**src/rtl/dct_pkg.sv**
```systemverilog
package dct_pkg;
    localparam int ADDR_W = 2;
    localparam logic [ADDR_W-1:0] ADR_CTL  = 2'd0;
    localparam logic [ADDR_W-1:0] ADR_CNT  = 2'd1;
    localparam logic [ADDR_W-1:0] ADR_LIMA = 2'd2;
    localparam logic [ADDR_W-1:0] ADR_LIMB = 2'd3;

    localparam int B_RUN  = 0;
    localparam int B_KEY  = 1;
    localparam int B_IRQE = 2;
    localparam int B_ALT  = 3;
    localparam int B_SEL  = 4;
    localparam int B_HIT  = 5;
    localparam int B_CONT = 6;
    localparam int CTL_USED = 7;

    // bit 0 = running, bit 1 = limit B selected
    typedef enum logic [1:0] {
        ST_HALT_A = 2'b00,
        ST_RUN_A  = 2'b01,
        ST_HALT_B = 2'b10,
        ST_RUN_B  = 2'b11
    } dct_state_e;
endpackage

```
**src/rtl/dct_limits.sv**
```systemverilog
module dct_limits #(
    parameter int W = 16
) (
    input  logic         clk,
    input  logic         rst_n,
    input  logic [1:0]   wr_vec,
    input  logic [W-1:0] wdata,
    input  logic         sel_b,
    output logic [W-1:0] lim_a,
    output logic [W-1:0] lim_b,
    output logic [W-1:0] active
);
    localparam int NLIM = 2;
    logic [W-1:0] lim_q [NLIM];

    for (genvar g = 0; g < NLIM; g++) begin : g_lim
        always_ff @(posedge clk or negedge rst_n) begin
            if (!rst_n)
                lim_q[g] <= '0;
            else if (wr_vec[g])
                lim_q[g] <= wdata;
        end
    end

    assign lim_a  = lim_q[0];
    assign lim_b  = lim_q[1];
    assign active = sel_b ? lim_q[1] : lim_q[0];
endmodule

```
**src/rtl/dct_counter.sv**
```systemverilog
module dct_counter #(
    parameter int W = 16
) (
    input  logic         clk,
    input  logic         rst_n,
    input  logic         step,
    input  logic         ld,
    input  logic [W-1:0] ld_val,
    input  logic [W-1:0] limit,
    output logic [W-1:0] count,
    output logic         match
);
    logic [W-1:0] nxt;

    // a limit of 0 matches after the wrap, giving 2**W ticks
    assign nxt   = count + W'(1);
    assign match = step && !ld && (nxt == limit);

    always_ff @(posedge clk or negedge rst_n) begin
        if (!rst_n)
            count <= '0;
        else if (ld)
            count <= ld_val;
        else if (match)
            count <= '0;
        else if (step)
            count <= nxt;
    end

    // no tick and no load keeps the count
    a_r10_idle_hold: assert property (@(posedge clk) disable iff (!rst_n)
        (!step && !ld) |=> $stable(count));
    // a match returns the count to zero
    a_r8_match_zero: assert property (@(posedge clk) disable iff (!rst_n)
        match |=> (count == '0));
endmodule

```
**src/rtl/dct_fsm.sv**
```systemverilog
module dct_fsm
    import dct_pkg::*;
(
    input  logic clk,
    input  logic rst_n,
    input  logic match,
    input  logic alt,
    input  logic cont,
    input  logic ctl_wr,
    input  logic wr_key,
    input  logic wr_run,
    input  logic wr_alt,
    output logic run,
    output logic sel_b
);
    dct_state_e state, state_hw, state_n;
    logic run_n, sel_n;

    always_ff @(posedge clk or negedge rst_n) begin
        if (!rst_n)
            state <= ST_HALT_A;
        else
            state <= state_n;
    end

    always_comb begin
        state_hw = state;
        unique case (state)
            ST_HALT_A, ST_HALT_B: state_hw = state;
            ST_RUN_A: if (match)
                state_hw = alt ? ST_RUN_B : (cont ? ST_RUN_A : ST_HALT_A);
            ST_RUN_B: if (match)
                state_hw = cont ? ST_RUN_A : ST_HALT_A;
            default: state_hw = ST_HALT_A;
        endcase
        run_n   = state_hw[0];
        sel_n   = state_hw[1];
        state_n = state_hw;
        if (ctl_wr) begin
            run_n   = wr_key ? wr_run : state_hw[0];
            sel_n   = wr_alt & state_hw[1];
            state_n = dct_state_e'({sel_n, run_n});
        end
    end

    always_comb begin
        run   = state[0];
        sel_b = state[1];
    end

    a_r3_locked_run: assert property (@(posedge clk) disable iff (!rst_n)
        (ctl_wr && !wr_key && !match) |=> (run == $past(run)));
    a_r6_single_uses_a: assert property (@(posedge clk) disable iff (!rst_n)
        (ctl_wr && !wr_alt) |=> !sel_b);
    a_r8_alt_toggle: assert property (@(posedge clk) disable iff (!rst_n)
        (match && alt && !ctl_wr) |=> (sel_b != $past(sel_b)));
    a_r9_cycle_stop: assert property (@(posedge clk) disable iff (!rst_n)
        (match && !cont && (!alt || sel_b) && !ctl_wr) |=> !run);
endmodule

```
**src/rtl/dct_timer.sv**
```systemverilog
module dct_timer
    import dct_pkg::*;
#(
    parameter int W = 16
) (
    input  logic         clk,
    input  logic         rst_n,
    input  logic         tick,
    input  logic         bus_wr,
    input  logic [1:0]   bus_addr,
    input  logic [W-1:0] bus_wdata,
    output logic [W-1:0] bus_rdata,
    output logic         irq
);
    logic         ctl_wr, cnt_wr;
    logic [1:0]   lim_wr;
    logic         run, sel_b, match;
    logic         irqe_q, alt_q, cont_q, hit_q;
    logic [W-1:0] count, lim_a, lim_b, limit;

    assign ctl_wr = bus_wr && (bus_addr == ADR_CTL);
    assign cnt_wr = bus_wr && (bus_addr == ADR_CNT);
    assign lim_wr = {bus_wr && (bus_addr == ADR_LIMB), bus_wr && (bus_addr == ADR_LIMA)};

    dct_limits #(.W(W)) u_limits (
        .clk(clk), .rst_n(rst_n), .wr_vec(lim_wr), .wdata(bus_wdata),
        .sel_b(sel_b), .lim_a(lim_a), .lim_b(lim_b), .active(limit)
    );

    dct_counter #(.W(W)) u_counter (
        .clk(clk), .rst_n(rst_n), .step(tick && run), .ld(cnt_wr),
        .ld_val(bus_wdata), .limit(limit), .count(count), .match(match)
    );

    dct_fsm u_fsm (
        .clk(clk), .rst_n(rst_n), .match(match), .alt(alt_q), .cont(cont_q),
        .ctl_wr(ctl_wr), .wr_key(bus_wdata[B_KEY]), .wr_run(bus_wdata[B_RUN]),
        .wr_alt(bus_wdata[B_ALT]), .run(run), .sel_b(sel_b)
    );

    always_ff @(posedge clk or negedge rst_n) begin
        if (!rst_n) begin
            irqe_q <= 1'b0;
            alt_q  <= 1'b0;
            cont_q <= 1'b0;
            hit_q  <= 1'b0;
            irq    <= 1'b0;
        end else begin
            if (ctl_wr) begin
                irqe_q <= bus_wdata[B_IRQE];
                alt_q  <= bus_wdata[B_ALT];
                cont_q <= bus_wdata[B_CONT];
            end
            hit_q <= match || (hit_q && !(ctl_wr && !bus_wdata[B_HIT]));
            irq   <= match && irqe_q;
        end
    end

    always_comb begin
        unique case (bus_addr)
            ADR_CTL:  bus_rdata = {{(W-CTL_USED){1'b0}}, cont_q, hit_q, sel_b,
                                   alt_q, irqe_q, 1'b0, run};
            ADR_CNT:  bus_rdata = count;
            ADR_LIMA: bus_rdata = lim_a;
            default:  bus_rdata = lim_b;
        endcase
    end

    a_r7_flag_sticky: assert property (@(posedge clk) disable iff (!rst_n)
        (hit_q && !(ctl_wr && !bus_wdata[B_HIT])) |=> hit_q);
    a_r5_irq_with_flag: assert property (@(posedge clk) disable iff (!rst_n)
        irq |-> hit_q);
endmodule

```
**config.mk**
```make
export PLATFORM = sky130hd
export DESIGN_NAME = dct_timer
export DESIGN_NICKNAME = d
export VERILOG_FILES = /design/src/rtl/dct_pkg.sv /design/src/rtl/dct_limits.sv /design/src/rtl/dct_counter.sv /design/src/rtl/dct_fsm.sv /design/src/rtl/dct_timer.sv
export SDC_FILE = /design/constraint.sdc
export NUM_CORES = 1
export LEC_CHECK = 0
export ABC_AREA = 1
export BUFFER_PORTS_ARGS = -buffer_cell sky130_fd_sc_hd__buf_4
export CORE_MARGIN = 2
export CORE_UTILIZATION = 51
export CTS_CLUSTER_DIAMETER = 120
export DETAILED_ROUTE_END_ITERATION = 8
export HOLD_SLACK_MARGIN = 0.08
export PLACE_DENSITY = 0.73
export SETUP_SLACK_MARGIN = 0.02
export SYNTH_ARGS = -nofsm -noshare
export SYNTH_HDL_FRONTEND = slang
export SYNTH_HIERARCHICAL = 1
export SYNTH_SLANG_ARGS = --single-unit
```
**constraint.sdc**
```tcl
create_clock -name clk -period 2.2 [get_ports clk]
set_input_delay 0.11 -clock clk [delete_from_list [all_inputs] [get_ports clk]]
set_output_delay 0.11 -clock clk [all_outputs]
set_load 0.05 [all_outputs]
```
## Yosys cells after proc, flatten, opt, wreduce, memory -nomap -nowiden

Index checks and enable logic that the tools add are counted.

| operators by class | value |
|---|---|
| equality and inequality tests | 7 |
| mux-type cells | 12 |
| $add $sub $neg | 1 |
| bitwise operators | 1 |
| reductions and logical operators | 18 |

Operator list:

| cell | number |
|---|---|
| $mux 16 | 4 |
| $pmux 16 s3 | 1 |
| $add 16x1->16 const B | 1 |
| $eq 16x16->1 | 1 |
| $logic_and 1x1->1 | 10 |
| $eq 2x2->1 const B | 4 |
| $mux 2 | 4 |
| $pmux 2 s3 | 1 |
| $eq 2x1->1 const B | 2 |
| $logic_not 2->1 | 2 |
| $logic_not 1->1 | 3 |
| $reduce_bool 3->1 | 1 |
| $mux 1 | 2 |
| $reduce_or 2->1 | 1 |
| $and 1x1->1 | 1 |
| $logic_or 1x1->1 | 1 |

| storage, ports and cells | value |
|---|---|
| logic and storage cells | 48 |
| bits in registers | 55 |
| output and inout port bits | 17 |
| input bits | 22 |

## Logic depth before layout (Yosys ltp)

| depth | value |
|---|---|
| word-level depth | 9 |
| depth in mapped cells | 19 |
| gate-level depth less buffers | 18 |

## Hierarchy

The synthesis kept the hierarchy.

By module, submodules not included:

| module | times used | area an instance (sq um) | cells an instance | seq. area each (sq um) |
|---|---|---|---|---|
| dct_counter | 1 | 1680.4 | 297 | 400.4 |
| dct_limits | 1 | 1502.7 | 188 | 800.8 |
| dct_timer | 1 | 668.1 | 110 | 125.1 |
| dct_fsm | 1 | 117.6 | 19 | 50.0 |

## Worst setup path before layout

No wires, ideal clock.

| timing path | value |
|---|---|
| kind | register to register |
| start point | register u_counter.count[0] |
| end point | register u_fsm.state[0] |
| period minus slack after synthesis | 2.040 ns |
| arrival time | 1.924 ns |
| path buffers | 0 |
| library setup time | 0.116 ns |
| path slack | 0.160 ns |
| stages on the path, launching flop included | 19 |
| required time | 2.084 ns |
| cell sequence | dfrtp_1 > ha_1 > nand2_1 > nor2_4 > nand2_1 > nand2_1 > nand2_1 > nand2_1 > nand2_1 > nor2_1 > nand2_1 > nor2_1 > nand3_2 > inv_1 > inv_1 > nor2_1 > nand2_1 > nand2_1 > nand2_1 |

| on the way | value |
|---|---|
| cells in the longest elaborated chain, start to end | 7 |
| elaborated cells on any way between the ends | 8 |
| those cells by class | add/sub (1); eq/ne (1); mux (5); reduce/logical (1) |

RTL lines:

| element | RTL line | source |
|---|---|---|
| start: declaration | dct_counter.sv:10 | `output logic [W-1:0] count,` |
| start signal: assignment | dct_counter.sv:23 | `count <= ld_val;` |
| start signal: assignment | dct_counter.sv:27 | `count <= nxt;` |
| $add 16x1->16 * | dct_counter.sv:16 | `assign nxt = count + W'(1);` |
| $eq 16x16->1 * | dct_counter.sv:17 | `assign match = step && !ld && (nxt == limit);` |
| $logic_and 1x1->1 * | dct_counter.sv:17 |  |
| net match | dct_timer.sv:17 | `logic run, sel_b, match;` |
| $mux 2, on equally long branches | dct_fsm.sv:32, dct_fsm.sv:30 |  |
| $pmux 2 s3 * | dct_fsm.sv:28 | `unique case (state)` |
| $mux 1 | dct_fsm.sv:40 | `run_n = wr_key ? wr_run : state_hw[0];` |
| $mux 2 * | dct_fsm.sv:39 | `if (ctl_wr) begin` |
| net u_fsm.state_n[0] | dct_fsm.sv:16 | `dct_state_e state, state_hw, state_n;` |
| end signal: assignment | dct_fsm.sv:23 | `state <= state_n;` |
| end: declaration | dct_fsm.sv:16 |  |

The timed path passes the listed nets; every way through them passes the cells marked *.
A chain may end at the register's enable or synchronous reset.

## Worst setup path in the final report

| timing path | value |
|---|---|
| start point | register u_counter.count[1] |
| end point | register u_counter.count[15] |

| on the way | value |
|---|---|
| cells in the longest elaborated chain, start to end | 5 |
| elaborated cells on any way between the ends | 7 |
| those cells by class | add/sub (1); eq/ne (1); mux (3); reduce/logical (2) |

RTL lines:

| element | RTL line | source |
|---|---|---|
| $add 16x1->16 * | dct_counter.sv:16 |  |
| $eq 16x16->1 | dct_counter.sv:17 |  |
| $logic_and 1x1->1 | dct_counter.sv:17 |  |
| $mux 16 | dct_counter.sv:24 | `else if (match)` |
| $mux 16 | dct_counter.sv:22 | `else if (ld)` |

Every way passes the cells marked *; elsewhere a longest branch is shown, timed or not. The select of a mux whose other input is x is not followed.

==> metrics <==
status finished, final reports clean; io pins 39; post-synth cell types 27; Placed Instance Area about 4300 sq um; placer congestion estimate around 0.96; Cells after Synth roughly 600; Least-Margin Pin Slew approximately 710 ps; Final period util between 90% and 100%; FF-to-FF path depth 13; placed cells 754; Crit Path Category flop to flop; gr usage total 28.6%; chip height roughly 92 microns; initial antenna violation count 0; Worst R2R Setup Slack around 120 ps; Num CTS Buffers 5; CTS sink cnt 55; Worst setup SP type flop; WL final between 10000 and 15000 microns; Synthesis Warnings 6; Cell Chain, Critical Path ha_4, nand2_4, nor2_4, nand4_1, buf_4, nand3_1, nand2_1, nor2_1, nand2_1, nor2_2, nand2_2, nand2_1, nand2_1; Rel. slew slack roughly 53%; register area share after synthesis between 30% and 40%; Main synth FF type dfrtp_1; largest family of logic cells by synthesized area simple AND/OR/NAND/NOR gates; Post-synth ARST share between 90% and 100%; simple-gate area share of the yosys netlist between 50% and 60%; vias in the first global route 3909; Synth area leader dfrtp_1; Tmin final about 2100 ps; Final Util 62.8%; post-route cell area 4810 sq um; post-route DRC violation count 0; area of the die approximately 8500 sq um; Setup-failing EPs final 0; Total Nets Final 712; EDFF count, synth 0; pwr/cell area between 800 and 900 nW/um^2; layout overhead on the synthesized area 21.1%; CTS tree built; diode count 0; Post-synth top cells nand2_1 (309), nand3_1 (66), dfrtp_1 (55); reg2reg end u_counter/count[15]$_DFFE_PN0P_; CTS Buffer Depth 2; WHS ~110 ps; Worst-path clk slew about 110 ps; Compound-Gate Fraction of Synth Area under 10%; Synth Area in XOR/XNOR less than 1%; Worst Path Max Fanout 7; ranking of synthesized cells by area dfrtp_1 (35%), nand2_1 (29%), nand3_1 (8.3%); first-pass GRT wire length 19200 microns; maxcap violations 0; Root Buffer clkbuf_8; Worst Path Arrival between 2000 and 2500 ps; Leak 2.56 nW; Fmax achieved about 0.48 GHz; critical path's largest stage delay around 430 ps; logic gate share of total power between 40 and 50%; Avg WL per Cell 15.3 microns; Switching Power approximately 1.8 mW; Top cell by count, worst path nand2_1; final slew viol count 0; via/cell ratio between 5 and 6; Post-Synth Adder-Cell Area less than 1%; synthesized area between 3000 and 4000 sq um; Die W around 90 microns; Core Box Area between 7000 and 8000 sq um; post-detail-place hpwl approximately 8700 microns; crit path max-delay cell type dfrtp_1; post-synthesis mux area share 0%; Clock Power Share 15.1%; unrepaired setup endpoints after global routing yes; most common cell in the netlist nand2_1; drt pass-1 iters 5; DR vias between 4000 and 5000; Syn Nets between 600 and 700; Worst R2R Start u_counter/count[1]$_DFFE_PN0P_; area share of the largest cell type after synthesis a little over a third; Non-Filler Instances around 790; post-route ant nets 0; Hold Vio Cnt, Final 0; synthesized flop and latch total 55; final setup skew roughly 14 ps; DR iter-0 viols between 400 and 500; GRT Residual Overflow 0; timing endpoint of the critical path u_counter/count[15]$_DFFE_PN0P_; Filler cells ~700; Sw Share between 40% and 50%; Int Power ~2.2 mW; Worst VDD drop 0.426 mV; share of cells above drive strength 1 19.4%; Worst-Skew Late Latency slightly above 300 ps; WP data required roughly 2400 ps; Critical Path Start u_counter/count[1]$_DFFE_PN0P_; largest net degree at the start of global routing 56; H-tree levels 2; CP endpoint kind flop; I/O Buffers 38; Sequential Power Share a little under two fifths; Hold Path Class primary input to flop; syn_area_per_cell 6.46 sq um; Core Rows 32; Initial Util ~52%
## registers in the layout (all words and copies together), names as in the netlist
register	flops
u_counter/count	16
u_limits/lim_a	16
u_limits/lim_b	16
u_fsm/state	2
alt_q	1
cont_q	1
hit_q	1
irq	1
irqe_q	1
## cells in the final DEF (no fill, tap or decap), types with 6 or more instances in the layout
cell type / count
nand3_1: 64
dlygate4sd3_1: 17
nand2_1: 299
dfrtp_1: 50
nand4_1: 15
nand2_2: 23
buf_4: 64
inv_1: 46
nor2_4: 6
nor2_1: 31
a22oi_1: 16
a21oi_1: 11
## power by group through the flow
stage / clock network (mW) / registers [mW] / logic (mW)
after floorplan: 0 / 1.43 / 1.17
after global placement: 0 / 1.48 / 1.63
after detailed placement: 0 / 1.49 / 1.67
after CTS: 0.618 / 1.47 / 1.71
after global routing: 0.655 / 1.52 / 2.09
final: 0.603 / 1.49 / 1.90
## final cells by class
cell class | count | area (sq um) | share of cell area [%]
Clock inverter | 3 | 26.3 | 0.547
Sequential cell | 55 | 1380 | 28.8
Tap cell | 102 | 128 | 2.66
Inverter | 55 | 228 | 4.74
Timing Repair Buffer | 83 | 667 | 13.9
Multi-Input combinational cell | 489 | 2310 | 48.0
Clock buffer | 5 | 68.8 | 1.43
## critical path: cells and delay by family (launching register included)
family        cells  cell delay, ps
simple gates     11            1160
flops             1             430
fa+ha+maj         1             210
buf+inv           1             170
## metal layers
metal  GRT usage (%)  part of all wire, %  wire length [microns]
met4            7.34                  1.6                    197
met2            43.9                   46                   5550
met1            42.7                   45                   5470
met5               0                    0                      0
met3            3.70                  7.6                    925
## timing repair
action	4_1_cts	5_1_grt
buffers inserted	2	9
hold buffers	17	0
gates resized for setup	3	29
setup endpoints to repair	2	19
pin swaps	2	14
gates cloned	0	2
hold endpoints to repair	97	0
## worst min path at each step
stage,startpoint,depth (start not counted),end,slack [ps]
2_1_floorplan,rst_n,0,alt_q$_DFFE_PN0P_,-190
3_3_place_gp,rst_n,1,u_limits/lim_b[3]$_DFFE_PN0P_,200
3_5_place_dp,rst_n,1,u_limits/lim_b[6]$_DFFE_PN0P_,210
4_1_cts,bus_wr,4,alt_q$_DFFE_PN0P_,100
5_1_grt,bus_wr,4,cont_q$_DFFE_PN0P_,120
6_report,bus_wr,4,alt_q$_DFFE_PN0P_,110
## kinds of logic (layout without fill, tap and decap cells)
group | Yosys count | after routing
adder cells (fa/ha/maj) | 1 | 1
buffers and inverters | 72 | 146
AO/OA/AOI/OAI | 29 | 29
AND/OR/NAND/NOR | 456 | 458
flip-flops | 55 | 55
XOR/XNOR | 1 | 1
## per-stage QoR
| step | setup slack, ps | TNS [ps] | power (mW) |
|---|---|---|---|
| CTS | 54.1 | 0 | 3.81 |
| global route | -26.3 | -34.4 | 4.27 |
| global placement | 37.4 | 0 | 3.11 |
| finish | 119 | 0 | 4.00 |
| floorplan | 160 | 0 | 2.61 |
| detailed placement | 6.58 | 0 | 3.16 |
(Power assumes the default switching activity.)
